===== config.mk =====
export PLATFORM = sky130hd
export DESIGN_NAME = mtask_seq
export DESIGN_NICKNAME = d
export VERILOG_FILES = /design/src/rtl/mtask_pkg.sv /design/src/rtl/mtask_timer.sv /design/src/rtl/mtask_steps.sv /design/src/rtl/mtask_drive.sv /design/src/rtl/mtask_seq.sv
export SDC_FILE = /design/constraint.sdc
export NUM_CORES = 1
export LEC_CHECK = 0
export ABC_AREA = 1
export BUFFER_PORTS_ARGS = -buffer_cell sky130_fd_sc_hd__buf_2
export CAP_MARGIN = 20
export CORE_AREA = 2 2 39 41
export CTS_BUF_LIST = sky130_fd_sc_hd__clkbuf_4 sky130_fd_sc_hd__clkbuf_8
export CTS_CLUSTER_SIZE = 25
export DETAILED_ROUTE_END_ITERATION = 7
export DIE_AREA = 0 0 41 43
export PLACE_DENSITY = 0.73
export SLEW_MARGIN = 20
export SYNTH_ARGS = -nofsm -noshare
export SYNTH_HDL_FRONTEND = slang
export SYNTH_SLANG_ARGS = --single-unit

===== constraint.sdc =====
create_clock -name clk -period 1.82 [get_ports clk]
set_clock_uncertainty 0.15 [all_clocks]
set_input_delay 0.273 -clock clk [delete_from_list [all_inputs] [get_ports clk]]
set_output_delay 0.273 -clock clk [all_outputs]
set_load 0.01 [all_outputs]

===== src/rtl/mtask_pkg.sv =====
// Shared types for the macro-task sequencer.
// Assumes: nothing; pure type definitions.
package mtask_pkg;

    // Operation style selected per instance.
    typedef enum logic [1:0] {
        MODE_LOAD_WAIT,
        MODE_LOAD_HEAT,
        MODE_TRANSFER,
        MODE_REACT_MIX
    } mode_e;

    // Steps of the sequence; each style visits a subset.
    typedef enum logic [2:0] {
        ST_IDLE,
        ST_FILL,
        ST_HOLD,
        ST_HEAT,
        ST_PUMP,
        ST_MIX,
        ST_DRAIN,
        ST_END
    } step_e;

    // Actuator command bundle.
    typedef struct packed {
        logic mat_a;
        logic mat_b;
        logic reactant;
        logic heater;
        logic pump;
        logic mixer;
        logic outlet;
    } act_t;

endpackage


===== src/rtl/mtask_timer.sv =====
// Minimum-duration timer: counts tick pulses since the last clear and
// flags when the count equals the limit, saturating there.
// Assumes: limit is constant between clears; clear coincides with step entry.
module mtask_timer #(
    parameter int CNT_W = 6
) (
    input  logic             clk,
    input  logic             rst_n,
    input  logic             clr,
    input  logic             tick_en,
    input  logic [CNT_W-1:0] limit,
    output logic             expired
);

    logic [CNT_W-1:0] cnt_q;

    // Tick counter, cleared on step change, saturating at the limit.
    always_ff @(posedge clk) begin
        if (!rst_n) begin
            cnt_q <= '0;
        end else if (clr) begin
            cnt_q <= '0;
        end else if (tick_en && (cnt_q != limit)) begin
            cnt_q <= cnt_q + 1'b1;
        end
    end

    // Expiry flag for the step sequencer.
    always_comb expired = (cnt_q == limit);

    // Count never passes the limit of the running step.
    p_cnt_bound_r6: assert property (@(posedge clk) disable iff (!rst_n)
        cnt_q <= limit);

    // Without a tick or a clear the count does not move.
    p_cnt_hold_r6: assert property (@(posedge clk) disable iff (!rst_n)
        (!clr && !tick_en) |=> $stable(cnt_q));

endmodule


===== src/rtl/mtask_steps.sv =====
// Step sequencer: moves through the steps of the selected style on the
// begin pulse, sensor levels and timer expiry.
// Assumes: resources were granted upstream; task_go is a one-cycle pulse.
module mtask_steps
    import mtask_pkg::*;
#(
    parameter mode_e MODE = MODE_REACT_MIX
) (
    input  logic  clk,
    input  logic  rst_n,
    input  logic  task_go,
    input  logic  lvl_high,
    input  logic  lvl_low,
    input  logic  temp_reached,
    input  logic  tmr_expired,
    output step_e step_q,
    output logic  tmr_clr
);

    localparam step_e FIRST_STEP = (MODE == MODE_TRANSFER) ? ST_PUMP : ST_FILL;

    step_e step_d;

    // Next-step decision for the selected style.
    always_comb begin
        step_d = step_q;
        unique case (step_q)
            ST_IDLE:  if (task_go) step_d = FIRST_STEP;
            ST_FILL: begin
                if (lvl_high) begin
                    unique case (MODE)
                        MODE_LOAD_WAIT: step_d = ST_HOLD;
                        MODE_LOAD_HEAT: step_d = ST_HEAT;
                        MODE_REACT_MIX: step_d = ST_MIX;
                        default:        step_d = ST_END;
                    endcase
                end
            end
            ST_HOLD:  if (tmr_expired)  step_d = ST_END;
            ST_HEAT:  if (temp_reached) step_d = ST_END;
            ST_PUMP:  if (lvl_low)      step_d = ST_END;
            ST_MIX:   if (tmr_expired)  step_d = ST_DRAIN;
            ST_DRAIN: if (lvl_low)      step_d = ST_END;
            ST_END:                     step_d = ST_IDLE;
            default:                    step_d = ST_IDLE;
        endcase
    end

    // Step register with synchronous reset to idle.
    always_ff @(posedge clk) begin
        if (!rst_n) step_q <= ST_IDLE;
        else        step_q <= step_d;
    end

    // Timer restarts whenever a new step is entered.
    always_comb tmr_clr = (step_d != step_q);

    // No start without a begin pulse.
    p_idle_waits_r2: assert property (@(posedge clk) disable iff (!rst_n)
        (step_q == ST_IDLE && !task_go) |=> (step_q == ST_IDLE));

    // A busy block never falls back to idle except through the end step.
    p_busy_ignores_go_r4: assert property (@(posedge clk) disable iff (!rst_n)
        (step_q != ST_IDLE && step_q != ST_END) |=> (step_q != ST_IDLE));

    // Timed steps only leave once the timer has expired.
    p_hold_min_r6: assert property (@(posedge clk) disable iff (!rst_n)
        (step_q == ST_HOLD && step_d != ST_HOLD) |-> tmr_expired);
    p_mix_min_r6: assert property (@(posedge clk) disable iff (!rst_n)
        (step_q == ST_MIX && step_d != ST_MIX) |-> tmr_expired);

endmodule


===== src/rtl/mtask_drive.sv =====
// Actuator decode: maps the current step and style onto plant commands.
// Assumes: step comes from a register, so outputs are glitch-free per cycle.
module mtask_drive
    import mtask_pkg::*;
#(
    parameter mode_e MODE = MODE_REACT_MIX
) (
    input  step_e step_q,
    output act_t  act,
    output logic  done
);

    // One actuator group per step; the fill valves depend on the style.
    always_comb begin
        act = '0;
        unique case (step_q)
            ST_FILL: begin
                act.mat_a    = (MODE == MODE_LOAD_WAIT) || (MODE == MODE_LOAD_HEAT);
                act.mat_b    = (MODE == MODE_LOAD_WAIT);
                act.reactant = (MODE == MODE_REACT_MIX);
            end
            ST_HEAT:  act.heater = 1'b1;
            ST_PUMP:  act.pump   = 1'b1;
            ST_MIX:   act.mixer  = 1'b1;
            ST_DRAIN: act.outlet = 1'b1;
            default:  act = '0;
        endcase
    end

    // End pulse lasts exactly the single end step.
    always_comb done = (step_q == ST_END);

endmodule


===== src/rtl/mtask_seq.sv =====
// Macro-task sequence controller top: step sequencer, minimum-time timer
// and actuator decode for one operation style chosen by MODE.
// Assumes: supervisor has granted all resources; tick_en is a one-cycle
// time-base strobe; HOLD_TICKS and MIX_TICKS are at least 1.
module mtask_seq
    import mtask_pkg::*;
#(
    parameter mode_e MODE       = MODE_REACT_MIX,
    parameter int    HOLD_TICKS = 30,
    parameter int    MIX_TICKS  = 60
) (
    input  logic clk,
    input  logic rst_n,
    input  logic task_go,
    input  logic tick_en,
    input  logic lvl_high,
    input  logic lvl_low,
    input  logic temp_reached,
    output logic task_done,
    output logic mat_a_open,
    output logic mat_b_open,
    output logic reactant_open,
    output logic heater_on,
    output logic pump_on,
    output logic mixer_on,
    output logic outlet_open
);

    localparam int TMAX = (HOLD_TICKS > MIX_TICKS) ? HOLD_TICKS : MIX_TICKS;
    localparam int TW   = $clog2(TMAX + 1);

    step_e         step_q;
    logic          tmr_clr;
    logic          tmr_expired;
    logic [TW-1:0] tmr_limit;
    act_t          act;

    // Limit of the running timed step.
    always_comb tmr_limit = (step_q == ST_MIX) ? TW'(MIX_TICKS) : TW'(HOLD_TICKS);

    mtask_steps #(.MODE(MODE)) u_steps (
        .clk          (clk),
        .rst_n        (rst_n),
        .task_go      (task_go),
        .lvl_high     (lvl_high),
        .lvl_low      (lvl_low),
        .temp_reached (temp_reached),
        .tmr_expired  (tmr_expired),
        .step_q       (step_q),
        .tmr_clr      (tmr_clr)
    );

    mtask_timer #(.CNT_W(TW)) u_timer (
        .clk     (clk),
        .rst_n   (rst_n),
        .clr     (tmr_clr),
        .tick_en (tick_en),
        .limit   (tmr_limit),
        .expired (tmr_expired)
    );

    mtask_drive #(.MODE(MODE)) u_drive (
        .step_q (step_q),
        .act    (act),
        .done   (task_done)
    );

    // Unpack the actuator bundle onto the plant pins.
    always_comb begin
        mat_a_open    = act.mat_a;
        mat_b_open    = act.mat_b;
        reactant_open = act.reactant;
        heater_on     = act.heater;
        pump_on       = act.pump;
        mixer_on      = act.mixer;
        outlet_open   = act.outlet;
    end

    // Idle means every actuator is off.
    p_idle_quiet_r1: assert property (@(posedge clk) disable iff (!rst_n)
        (step_q == ST_IDLE) |-> (act == '0 && !task_done));

    // End pulse is a single cycle.
    p_end_single_r3: assert property (@(posedge clk) disable iff (!rst_n)
        task_done |=> !task_done);

    // End pulse is followed by idle.
    p_end_to_idle_r3: assert property (@(posedge clk) disable iff (!rst_n)
        task_done |=> (step_q == ST_IDLE));

    // At most one actuator group is active at a time.
    p_one_group_r5: assert property (@(posedge clk) disable iff (!rst_n)
        $countones({act.mat_a | act.mat_b | act.reactant, act.heater,
                    act.pump, act.mixer, act.outlet}) <= 1);

endmodule


## After elaboration in Yosys (flattened, before gate mapping)

Cells that the tools add are included.
Widths: inputs -> output; s select.

| word-level totals | value |
|---|---|
| output and inout bits | 8 |
| register bits after elaboration | 9 |

| cells by class | value |
|---|---|
| reduce and logical (&&, ||, !) cells | 4 |
| add/sub/neg operators | 1 |
| equal/unequal tests | 10 |
| muxes and demuxes | 13 |
| bitwise logic cells | 1 |

Operator list:

| operator | count |
|---|---|
| $pmux 3 s7 | 1 |
| $mux 3 | 6 |
| $eq 3x3->1 const B | 4 |
| $add 6x1->6 const B | 1 |
| $eq 3x2->1 const B | 2 |
| $eq 6x6->1 | 1 |
| $mux 6 | 1 |
| $ne 6x6->1 | 1 |
| $mux 1 | 5 |
| $reduce_or 2->1 | 2 |
| $eq 3x1->1 const B | 1 |
| $logic_not 3->1 | 1 |
| $ne 3x3->1 | 1 |
| $logic_and 1x1->1 | 1 |
| $not 1->1 | 1 |

## Depth between registers and ports, before layout

Gate-level depths: netlist of run 1.

| logic depth | value |
|---|---|
| depth in word-level cells | 7 |
| depth in mapped cells | 13 |

## Cells and area by module

From an unflattened synthesis of run 1, not the netlist that was laid out.

| unflattened totals | value |
|---|---|
| cell total of the unflattened synthesis | 136 |
| area, all modules | 779.5 µm² |

Modules (own cells, without submodules):

| module | seq. area each (µm²) | times used | cells each | area each (µm²) |
|---|---|---|---|---|
| mtask_timer | 120.1 | 1 | 76 | 450.4 |
| mtask_steps | 60.1 | 1 | 39 | 239.0 |
| mtask_drive | 0.0 | 1 | 15 | 63.8 |
| mtask_seq | 0.0 | 1 | 6 | 26.3 |

## Least setup slack after synthesis of run 1

Ideal clock, no wire load.

| timing path | value |
|---|---|
| path kind | register -> register |
| start point | register u_steps.step_q[0] |
| end point | register u_timer.cnt_q[0] |
| clock period less this slack | 1,483 ps |
| slack | 337 ps |
| required time | 1,554 ps |
| setup time | 116 ps |
| arrival time | 1,218 ps |
| stages on the path, launching flop included | 11 |
| cells stage by stage | dfxtp_1 > buf_6 > nand2_1 > nor2_1 > nand2_1 > o21ai_0 > inv_1 > a21oi_1 > nor2_1 > nand3_2 > nor2_1 |

| between the ends | value |
|---|---|
| word-level cells in the longest chain between the ends | 7 |
| elaborated cells between the ends (all ways) | 22 |

Ends and longest elaborated chain:

| item | line | text |
|---|---|---|
| from (decl) | mtask_steps.sv:16 | `output step_e step_q,` |
| from (signal assigned) | mtask_steps.sv:52 | `else step_q <= step_d;` |
| $eq 3x3->1 | mtask_steps.sv:27, mtask_seq.sv:39 |  |
| $mux 6 | mtask_seq.sv:39 | `always_comb tmr_limit = (step_q == ST_MIX) ? TW'(MIX_TICKS) : TW'(HOLD_TICKS);` |
| $eq 6x6->1 | mtask_timer.sv:29 | `always_comb expired = (cnt_q == limit);` |
| $mux 3, on equally long branches | mtask_steps.sv:42, mtask_steps.sv:39 |  |
| $pmux 3 s7 | mtask_steps.sv:27 | `unique case (step_q)` |
| $ne 3x3->1 | mtask_steps.sv:56 | `always_comb tmr_clr = (step_d != step_q);` |
| $reduce_or 2->1 (no line) | n/a |  |
| to (signal assigned) | mtask_timer.sv:24 | `cnt_q <= cnt_q + 1'b1;` |
| to (decl) | mtask_timer.sv:15 | `logic [CNT_W-1:0] cnt_q;` |

Several ways; a longest one is shown, not always the timed one.
A chain may end at the register's enable or synchronous reset.

## Final worst setup path of run 1

| timing path | value |
|---|---|
| start point | register u_steps.step_q[1] |
| end point | register u_timer.cnt_q[4] |

The elaborated chain is that of the path after synthesis.

==> qor.txt, run 1 <==
status -> completed
Syn Inst Count -> 102
#FFs+latches synth -> 9
beginning of the critical path -> u_steps.step_q[1]
worst r2r src -> u_steps.step_q[1]
clk slew on worst S/H paths -> 0.06 ns
final wirelength -> 1220 µm
clock network power share -> 33.3%
post-route minimum period -> 1.64 ns
Setup crit end -> u_timer.cnt_q[4]
Core ar. -> 1380 µm²
CTS tree -> done
CP Data Required Time -> 1.86 ns
RSZ-0062 raised after global routing -> no
Main synth FF type -> dfxtp_1
Worst Hold Class -> input pin to flop
routed length per instance -> 9.25 µm
Max H-tree Level -> 1
Tot GR Track Use -> 16.5%
flop2flop setup slack -> 0.18 ns
initial antenna violation count -> 0
EDFF count, synth -> 0
TritonCTS Buffers -> 3
reg2reg end -> u_timer.cnt_q[4]
sequential power share -> 46.4%
# diodes -> 0
Gate power share -> 20.3%
final setup vio count -> 0
Peak Freq -> 610 MHz
Mapped Avg Cell Area -> 6.33 µm²
die height -> 43 µm
P_int -> 0.345 mW
Pre-Repair DR Iteration Count -> 3
Switching Share -> 29.3%
grt ovf -> 0
P&R area growth vs syn -> 13.8%
vias per inst -> 4.66
Initial Util -> 46.7%
Final GP Congestion -> 0.713
VDD IR max -> 0.000409 V
Setup CP Type -> flop to flop
CTS Root Cell -> clkbuf_4
commonest cells after routing, fill and taps aside -> inv_1 (18), nand2_1 (15), nor2_1 (13)
Arr. time, crit path -> 1.68 ns
share of cells above drive strength 1 -> 26.7%
Die X -> 41 µm
most common cell after layout, fill and taps aside -> inv_1
Ys Warns -> 0
drt drc -> 0
Cell Rows -> 14
crit path capture type -> flop
Sink Count -> 9
HPWL reported at the end of detailed placement -> 1010 µm
post-synthesis sequential area ratio -> 27.9%
IO buf count -> 12
Psw -> 0.143 mW
P_leak -> 0.364 nW
dpl cells -> 128
asr flop ratio synth -> 0%
Detail Route Antenna Nets -> 0
hold_buf cts -> 0
Cell variety after synth -> 20
placed cell area -> 703 µm²
CP Launch Type -> flop
largest net degree at the start of global routing -> 11
CP max FO -> 7
Total Power -> 0.489 mW
clock buffer depth -> 2
DIE AREA -> 1760 µm²
via count -> 615
pwr dens -> 666 nW/µm²
initial drt markers -> 3
Fill cells -> 143
max-cap violations -> 0
final hold violation count -> 0
first-pass GRT wire length -> 1970 µm
Boundary Pins -> 15
post-route cell area -> 734 µm²
worst skew pair latency -> 0.25 ns
Mapped Area -> 646 µm²
Final period util -> 90.0%
Slew Limit Fails -> 0
Setup TNS -> 0 ns
Layout Cells excl Fill -> 132
final net count -> 125
r2r worst-path depth -> 8
vias in the first global route -> 528
==> logic make-up after synthesis <==
group | share of synthesized area, %
compound gates | 6.20
xor+xnor | 5.43
fa+ha+maj | 1.94
buf+inv | 15.1
flops | 27.9
other cells | 0.581
simple gates | 42.8
==> power by group through the flow <==
stage | combinational (mW) | clock (mW) | sequential (mW)
after detailed placement | 0.0996 | 0 | 0.230
after global routing | 0.116 | 0.186 | 0.228
final | 0.0991 | 0.163 | 0.227
after global placement | 0.0994 | 0 | 0.230
after floorplan | 0.0901 | 0 | 0.220
after CTS | 0.100 | 0.170 | 0.226
==> worst max-delay path, cell delays in order (launching register included) <==
cell and delay [ns]:
dfxtp_1 0.45, inv_2 0.11, nor3_1 0.21, nand3_1 0.18, nand2_2 0.12, nand2_2 0.06
nand2_2 0.05, nand3_2 0.12, nor2_1 0.12
==> worst min path at each step <==
stage	cells after the start	end	startpoint	slack (ns)
3_3_place_gp	4	u_timer.cnt_q[5]	u_timer.cnt_q[5]	0.39
2_1_floorplan	2	u_steps.step_q[0]	rst_n	0.27
5_1_grt	3	u_steps.step_q[1]	rst_n	0.14
4_1_cts	3	u_steps.step_q[2]	rst_n	0.15
6_report	3	u_steps.step_q[1]	rst_n	0.15
3_5_place_dp	4	u_timer.cnt_q[5]	u_timer.cnt_q[5]	0.39
==> state kept, by name, summed over array words and instances (netlist names) <==
signal,cells
u_steps.step_q,3
u_timer.cnt_q,6
==> synth_stat cells (2+ instances only) <==
cell type  number  area share, %
nor2_2          3            2.9
xnor2_1         2            2.7
nor2_1         13            7.6
buf_4           2            2.3
o21ai_0         2            1.6
inv_1          18             10
nand3_1        12            9.3
nor3_1          3            2.3
dfxtp_1         9             28
nand2_1        15            8.7
xor2_1          2            2.7
a21oi_1         6            4.7
nand2_2         8            7.8
==> layer usage <==
layer	share of wire [%]	up-vias	global-route usage [%]
met1	42	261	16.0
met5	0	-	0
met2	52	14	29.4
li1	-	340	-
met4	0	0	6.00
met3	5.3	0	6.28
==> metrics by stage <==
| step | hold slack (ns) | setup slack (ns) | util, % |
|---|---|---|---|
| final | 0.151 | 0.182 | 53.1 |
| after global routing | 0.144 | 0.0340 | 53.1 |
| after CTS | 0.146 | 0.0822 | 53.0 |
| after detailed placement | 0.387 | 0.100 | 50.8 |
| after global placement | 0.392 | 0.132 | 50.8 |
| after floorplan | 0.273 | 0.337 | - |
==> area by class of cell <==
type	count	area (µm²)	share of cell area, %
Inverter	19	71.3	9.71
Tap cell	16	20.0	2.73
Sequential cell	9	181	24.7
Clock buffer	4	30.0	4.09
Timing Repair Buffer	12	60.1	8.18
Multi-Input combinational cell	72	372	50.6
==> repair_timing <==
item	4_1_cts	5_1_grt
resized for setup	0	1
buffers inserted	0	0
endpoints found under the setup margin	0	6
Power figures use the tool's default switching activity.
==> run 2, diff against run 1 <==
--- a/config.mk
+++ b/config.mk
@@ -14,6 +14,7 @@
 export DETAILED_ROUTE_END_ITERATION = 7
 export DIE_AREA = 0 0 41 43
 export PLACE_DENSITY = 0.73
+export REMOVE_ABC_BUFFERS = 1
 export SLEW_MARGIN = 20
 export SYNTH_ARGS = -nofsm -noshare
 export SYNTH_HDL_FRONTEND = slang
==> run 2 against run 1 <==
Compared with the run above:
- highest routed layer unchanged
- power shrank 1.3%
- non-clock buffer count is the same
- worst hold slack lost 0.014 ns
- combinational power is essentially flat
- count of clock-buffer cells in the layout shrank 1
- sequential power is essentially flat
- routed wire length grew 6.1%
- critical path type is now flop to primary output
- largest cell class unchanged
- setup slack lost 0.020 ns
- fmax shrank 1.2%
- via count grew 4.4%
- global-route usage grew 1.2 points
==> qor.txt, run 2 (synthesized netlist as in run 1, its figures left out) <==
final wirelength -> 1300 µm (+6.1%)
CTS-repair resized insts -> 0 (unchanged)
Boundary Pins -> 15 (unchanged)
status -> completed
Final period util -> 91.1% (+1.1 points)
HPWL reported at the end of detailed placement -> 1040 µm (+2.1%)
CP max FO -> 7 (unchanged)
clk slew on worst S/H paths -> 0.06 ns (about the same)
crit path capture type -> primary output
pre-CTS setup slack -> 0.0707 ns (-0.0296 ns)
die height -> 43 µm (unchanged)
Pre-Repair DR Iteration Count -> 4 (+1)
Core ar. -> 1380 µm² (unchanged)
Arr. time, crit path -> 1.24 ns (-0.44 ns)
hold_buf cts -> 0 (unchanged)
P&R area growth vs syn -> 13.4%
commonest cells after routing, fill and taps aside -> inv_1 (18), nand2_1 (15), nor2_1 (13)
initial drt markers -> 8 (+5)
Final WS setup -> 0.162 ns (-0.0200 ns)
clock buffer depth -> 2 (unchanged)
routed length per instance -> 9.81 µm (+6.1%)
CP Data Required Time -> 1.40 ns (-0.46 ns)
Final GP Congestion -> 0.877 (+23%)
vias in the first global route -> 579 (+9.7%)
share of cells above drive strength 1 -> 26.7% (unchanged)
Detail Route Antenna Nets -> 0 (unchanged)
initial antenna violation count -> 0 (unchanged)
Sink Count -> 9 (unchanged)
Fill cells -> 134 (-6.3%)
Reg with most FFs -> u_timer.cnt_q
pwr dens -> 659 nW/µm² (-0.96%)
Initial Util -> 46.7% (unchanged)
Slew Limit Fails -> 0 (unchanged)
max reg flops -> 6 (unchanged)
CTS tree -> done
Setup CP Type -> flop to primary output
Max H-tree Level -> 1 (unchanged)
post-route minimum period -> 1.66 ns (+0.0200 ns)
Setup TNS -> 0 ns (unchanged)
most common cell after layout, fill and taps aside -> inv_1
IO buf count -> 12 (unchanged)
first-pass GRT wire length -> 2160 µm (+9.8%)
Worst Hold Class -> input pin to flop
Cell Rows -> 14 (unchanged)
# diodes -> 0 (unchanged)
top flop regs -> u_timer.cnt_q: 6 flops, u_steps.step_q: 3 flops
final net count -> 125 (unchanged)
max-cap violations -> 0 (unchanged)
VDD IR max -> 0.000418 V (+2.1%)
CP max stage cell -> dfxtp_1
largest net degree at the start of global routing -> 11 (unchanged)
Tot GR Track Use -> 17.8% (+1.2 points)
Die X -> 41 µm (unchanged)
P_leak -> 0.363 nW (-0.19%)
post-route cell area -> 732 µm² (-0.34%)
DIE AREA -> 1760 µm² (unchanged)
RSZ-0062 raised after global routing -> no
vias per inst -> 4.86 (+4.4%)
placed cell area -> 703 µm² (unchanged)
Cell Chain, Critical Path -> inv_1 > nor3_1 > buf_2
final hold violation count -> 0 (unchanged)
postcts setup bufs -> 0 (unchanged)
Total Power -> 0.483 mW (-1.3%)
via count -> 642 (+4.4%)
CP max stage delay -> 0.46 ns (about the same)
grt ovf -> 0 (unchanged)
Peak Freq -> 603 MHz (-1.2%)
TritonCTS Buffers -> 3 (unchanged)
CP Launch Type -> flop
CTS Root Cell -> clkbuf_4
final setup vio count -> 0 (unchanged)
drt drc -> 0 (unchanged)
worst skew pair latency -> 0.26 ns (about the same)
run 2: report_power, final:
part	switching [mW]	internal [mW]	total, mW	leakage, nW
logic	0.0622	0.0390	0.101	0.272
clock network	0.0737	0.0810	0.155	0.0177
registers	0.0194	0.207	0.227	0.0734
run 2: area by class of cell:
class                           instances  area (µm²)  area share [%]
Inverter                               19        71.3            9.74
Clock buffer                            3        22.5            3.08
Clock inverter                          1        5.00           0.684
Timing Repair Buffer                   12        60.1            8.21
Multi-Input combinational cell         72         372            50.8
Tap cell                               16        20.0            2.74
Sequential cell                         9         181            24.8
run 2: final timing paths:
kind,startpoint,end,slack (ns),cells after the start
worst min register to register,u_timer.cnt_q[5],u_timer.cnt_q[5],0.40,4
worst max register to register,u_steps.step_q[2],u_timer.cnt_q[5],0.18,10
worst max-delay path,u_steps.step_q[2],outlet_open,0.16,3
worst min-delay path,rst_n,u_steps.step_q[0],0.14,3
run 2: through the flow:
| step | hold slack [ns] | util (%) | cells |
|---|---|---|---|
| final | 0.138 | 52.9 | 132 |
| after global routing | 0.171 | 52.9 | 132 |
| after CTS | 0.130 | 52.8 | 132 |
| after detailed placement | 0.382 | 50.8 | 128 |
| after global placement | 0.375 | 50.8 | 128 |
| after floorplan | 0.273 | - | 100 |
run 2: critical path, delay by kind of cell, from the launching register on:
kind          cells  cell delay, ns
flops             1            0.46
buf+inv           2            0.34
simple gates      1            0.18
run 2: metal layers:
| metal | track usage (%) | routed length, µm |
|---|---|---|
| met1 | 19.6 | 592 |
| met4 | 6.00 | 0 |
| met5 | 0 | 0 |
| met2 | 30.6 | 633 |
| met3 | 4.71 | 69 |
==> run 3, diff against run 2 <==
--- a/config.mk
+++ b/config.mk
@@ -5,15 +5,15 @@
 export SDC_FILE = /design/constraint.sdc
 export NUM_CORES = 1
 export LEC_CHECK = 0
-export ABC_AREA = 1
+export ABC_AREA = 0
 export BUFFER_PORTS_ARGS = -buffer_cell sky130_fd_sc_hd__buf_2
 export CAP_MARGIN = 20
-export CORE_AREA = 2 2 39 41
+export CORE_MARGIN = 2
+export CORE_UTILIZATION = 56
 export CTS_BUF_LIST = sky130_fd_sc_hd__clkbuf_4 sky130_fd_sc_hd__clkbuf_8
 export CTS_CLUSTER_SIZE = 25
 export DETAILED_ROUTE_END_ITERATION = 7
-export DIE_AREA = 0 0 41 43
-export PLACE_DENSITY = 0.73
+export PLACE_DENSITY = 0.81
 export REMOVE_ABC_BUFFERS = 1
 export SLEW_MARGIN = 20
 export SYNTH_ARGS = -nofsm -noshare
==> run 3 against run 2 <==
Compared with the run above:
- flip-flop and latch count stayed put
- core utilization is 18 points higher
- synthesized area is 16% higher
- first-iteration DRC count grew to 2.9 times the previous value
- routed wire length is 27% higher
- cell area is 25% higher
- fmax is 4.0% lower
- via count is 15% higher
- critical endpoint is now reactant_open
- largest power group unchanged
- highest routed layer is now met4
==> qor.txt, run 3 <==
Fill cells -> 102 (-24%)
Core Util, Final -> 71.0% (+18 points)
Final period util -> 94.9% (+3.8 points)
Cell Chain, Critical Path -> buf_4 > or2b_1 > nor2_1 > buf_2
pre-CTS setup slack -> -0.00804 ns (-0.0787 ns)
xor/xnor share of the synthesized area -> 2.33% (-3.1 points)
commonest cells after routing, fill and taps aside -> buf_4 (13), buf_2 (12), a21oi_1 (8)
TritonCTS Buffers -> 3 (unchanged)
first-pass GRT wire length -> 2510 µm (+16%)
routed length per instance -> 12.8 µm (+31%)
largest family of logic cells by synthesized area -> simple AND/OR/NAND/NOR gates
Slew Limit Fails -> 0 (unchanged)
met2 Resource Use GR -> 35.3% (+4.7 points)
Synth Area in Adders -> 1.66% (-0.27 points)
post-route minimum period -> 1.73 ns (+0.0684 ns)
Tot GR Track Use -> 23.5% (+5.7 points)
IO buf count -> 12 (unchanged)
Cell Rows -> 13 (-1)
vias in the first global route -> 605 (+4.5%)
max-cap violations -> 0 (unchanged)
most common cell after layout, fill and taps aside -> buf_4
Boundary Pins -> 15 (unchanged)
Arr. time, crit path -> 1.30 ns (+0.06 ns)
CP Launch Type -> flop
initial drt markers -> 23 (+15)
final net count -> 122 (-2.4%)
multi-input logic area -> 510 µm² (+37%)
Detail Route Antenna Nets -> 0 (unchanged)
met3 Track Usage GR -> 3.80% (-0.91 points)
final hold violation count -> 0 (unchanged)
pwr dens -> 624 nW/µm² (-5.3%)
Mapped Avg Cell Area -> 8.45 µm² (+33%)
status -> completed
CP max FO -> 10 (+3)
grt met1 use -> 29.5% (+9.9 points)
Sink Count -> 9 (unchanged)
Synth top area share -> 24.0% (-3.9 points)
Worst Hold Class -> input pin to flop
Setup CP Type -> flop to primary output
clk slew on worst S/H paths -> 0.06 ns (about the same)
Syn Inst Count -> 89 (-13%)
share of cell area taken by muxes after synthesis -> 1.33% (+1.3 points)
asr flop ratio synth -> 0% (unchanged)
HPWL reported at the end of detailed placement -> 1260 µm (+22%)
Register Area -> 184 µm² (+1.4%)
Mapped Area -> 752 µm² (+16%)
Die X -> 40.6 µm (-0.87%)
vias per inst -> 5.77 (+19%)
drt drc -> 0 (unchanged)
clock buffer depth -> 2 (unchanged)
GRT busiest layer -> met2
CP Data Required Time -> 1.40 ns (about the same)
via count -> 739 (+15%)
max reg flops -> 6 (unchanged)
Layout Cells excl Fill -> 128 (-3.0%)
die height -> 40.6 µm (-5.5%)
synth cell count leaders -> dfxtp_1 (9), a21oi_1 (8), nand2_1 (5), nor2_1 (5)
Total Power -> 0.569 mW (+18%)
VDD IR max -> 0.000488 V (+17%)
grt ovf -> 0 (unchanged)
RSZ-0062 raised after global routing -> no
Initial Util -> 58.5% (+12 points)
CP max stage cell -> dfxtp_2
final wirelength -> 1640 µm (+27%)
CTS Root Cell -> clkbuf_4
Synth area leaders -> dfxtp_1 (24%), a21oi_1 (5.3%), buf_6 (4.5%), o21a_1 (4.0%), a2111oi_4 (3.7%)
worst skew pair latency -> 0.27 ns (about the same)
dpl cells -> 124 (-3.1%)
Pre-Repair DR Iteration Count -> 4 (unchanged)
Core ar. -> 1280 µm² (-7.1%)
# diodes -> 0 (unchanged)
#FFs+latches synth -> 9 (unchanged)
DIE AREA -> 1650 µm² (-6.3%)
P_leak -> 0.387 nW (+6.6%)
Final WS setup -> 0.0935 ns (-0.0684 ns)
hold_buf cts -> 0 (unchanged)
Post-Synth Simple-Gate Area -> 36.1% (-6.7 points)
EDFF count, synth -> 0 (unchanged)
area leader, netlist -> dfxtp_1
top flop regs -> u_timer.cnt_q: 6 flops, u_steps.step_q: 3 flops
post-synthesis sequential area ratio -> 24.0% (-3.9 points)
Cell variety after synth -> 43 (+110%)
Ys Warns -> 0 (unchanged)
Final GP Congestion -> 0.811 (-7.5%)
share of cells above drive strength 1 -> 35.4% (+8.7 points)
crit path capture type -> primary output
cell with the most instances after synthesis -> dfxtp_1
largest net degree at the start of global routing -> 16 (+5)
Main synth FF type -> dfxtp_1
final setup vio count -> 0 (unchanged)
postcts setup bufs -> 0 (unchanged)
initial antenna violation count -> 0 (unchanged)
CP max stage delay -> 0.43 ns (-0.03 ns)
Max H-tree Level -> 1 (unchanged)
Synth Area in Compound Gates -> 25.5% (+19 points)
CTS tree -> done
P&R area growth vs syn -> 21.3%
Reg with most FFs -> u_timer.cnt_q
Peak Freq -> 579 MHz (-4.0%)
run 3: changes by cell type in the layout (fill, tap and decap cells not counted), moves of 8 or more:
cell	previous run	this run
nand2_1	15	5
inv_1	18	3
nand3_1	12	1
nor2_1	13	5
nand2_2	8	0
buf_4	0	13
run 3: where the power goes:
group	switching [mW]	internal (mW)
Combinational	0.0823	0.0795
Sequential	0.0221	0.208
Clock	0.0772	0.0999
run 3: area by class of cell:
class	instances	area share (%)
sequential	9	20.2
multi-input combinational	72	56.0
timing repair buffer	25	17.3
inverter	3	1.23
clock buffer	4	3.29
tap	15	2.06
run 3: worst paths after layout:
path	startpoint	end	slack [ns]	cells after the start
max	u_steps.step_q[0]	reactant_open	0.09	4
min	rst_n	u_steps.step_q[1]	0.11	2
max reg2reg	u_timer.cnt_q[0]	u_timer.cnt_q[3]	0.10	4
min reg2reg	u_timer.cnt_q[4]	u_timer.cnt_q[4]	0.44	2
run 3: critical path, delay by kind of cell (launching register included):
family | cells | cell delay (ns)
buf+inv | 2 | 0.28
simple gates | 2 | 0.33
flops | 1 | 0.43
run 3: routing by layer:
layer,part of all wire (%),wire length [µm],up-vias
li1,-,-,379
met1,48,781,336
met4,1.8,30,0
met3,5.2,86,4
met5,0,0,-
met2,45,745,20
run 3: what timing repair did:
| action | CTS | global route |
|---|---|---|
| resized for setup | 2 | 1 |
| setup endpoints to repair | 2 | 7 |
| gates cloned | 0 | 0 |
run 3: logic make-up after synthesis:
| logic type | Yosys count |
|---|---|
| XOR/XNOR | 2 |
| flip-flops | 9 |
| adder cells (fa/ha/maj) | 1 |
| multiplexers | 1 |
| AND/OR/NAND/NOR | 40 |
| buffers and inverters | 9 |
| AO/OA/AOI/OAI | 26 |
| other | 1 |
run 3: stage by stage:
step	area (µm²)	hold slack, ns	setup TNS [ns]
2_1_floorplan	702	0.241	0
3_3_place_gp	878	0.380	0
3_5_place_dp	878	0.390	-0.00804
4_1_cts	911	0.107	0
5_1_grt	912	0.111	0
6_report	912	0.112	0
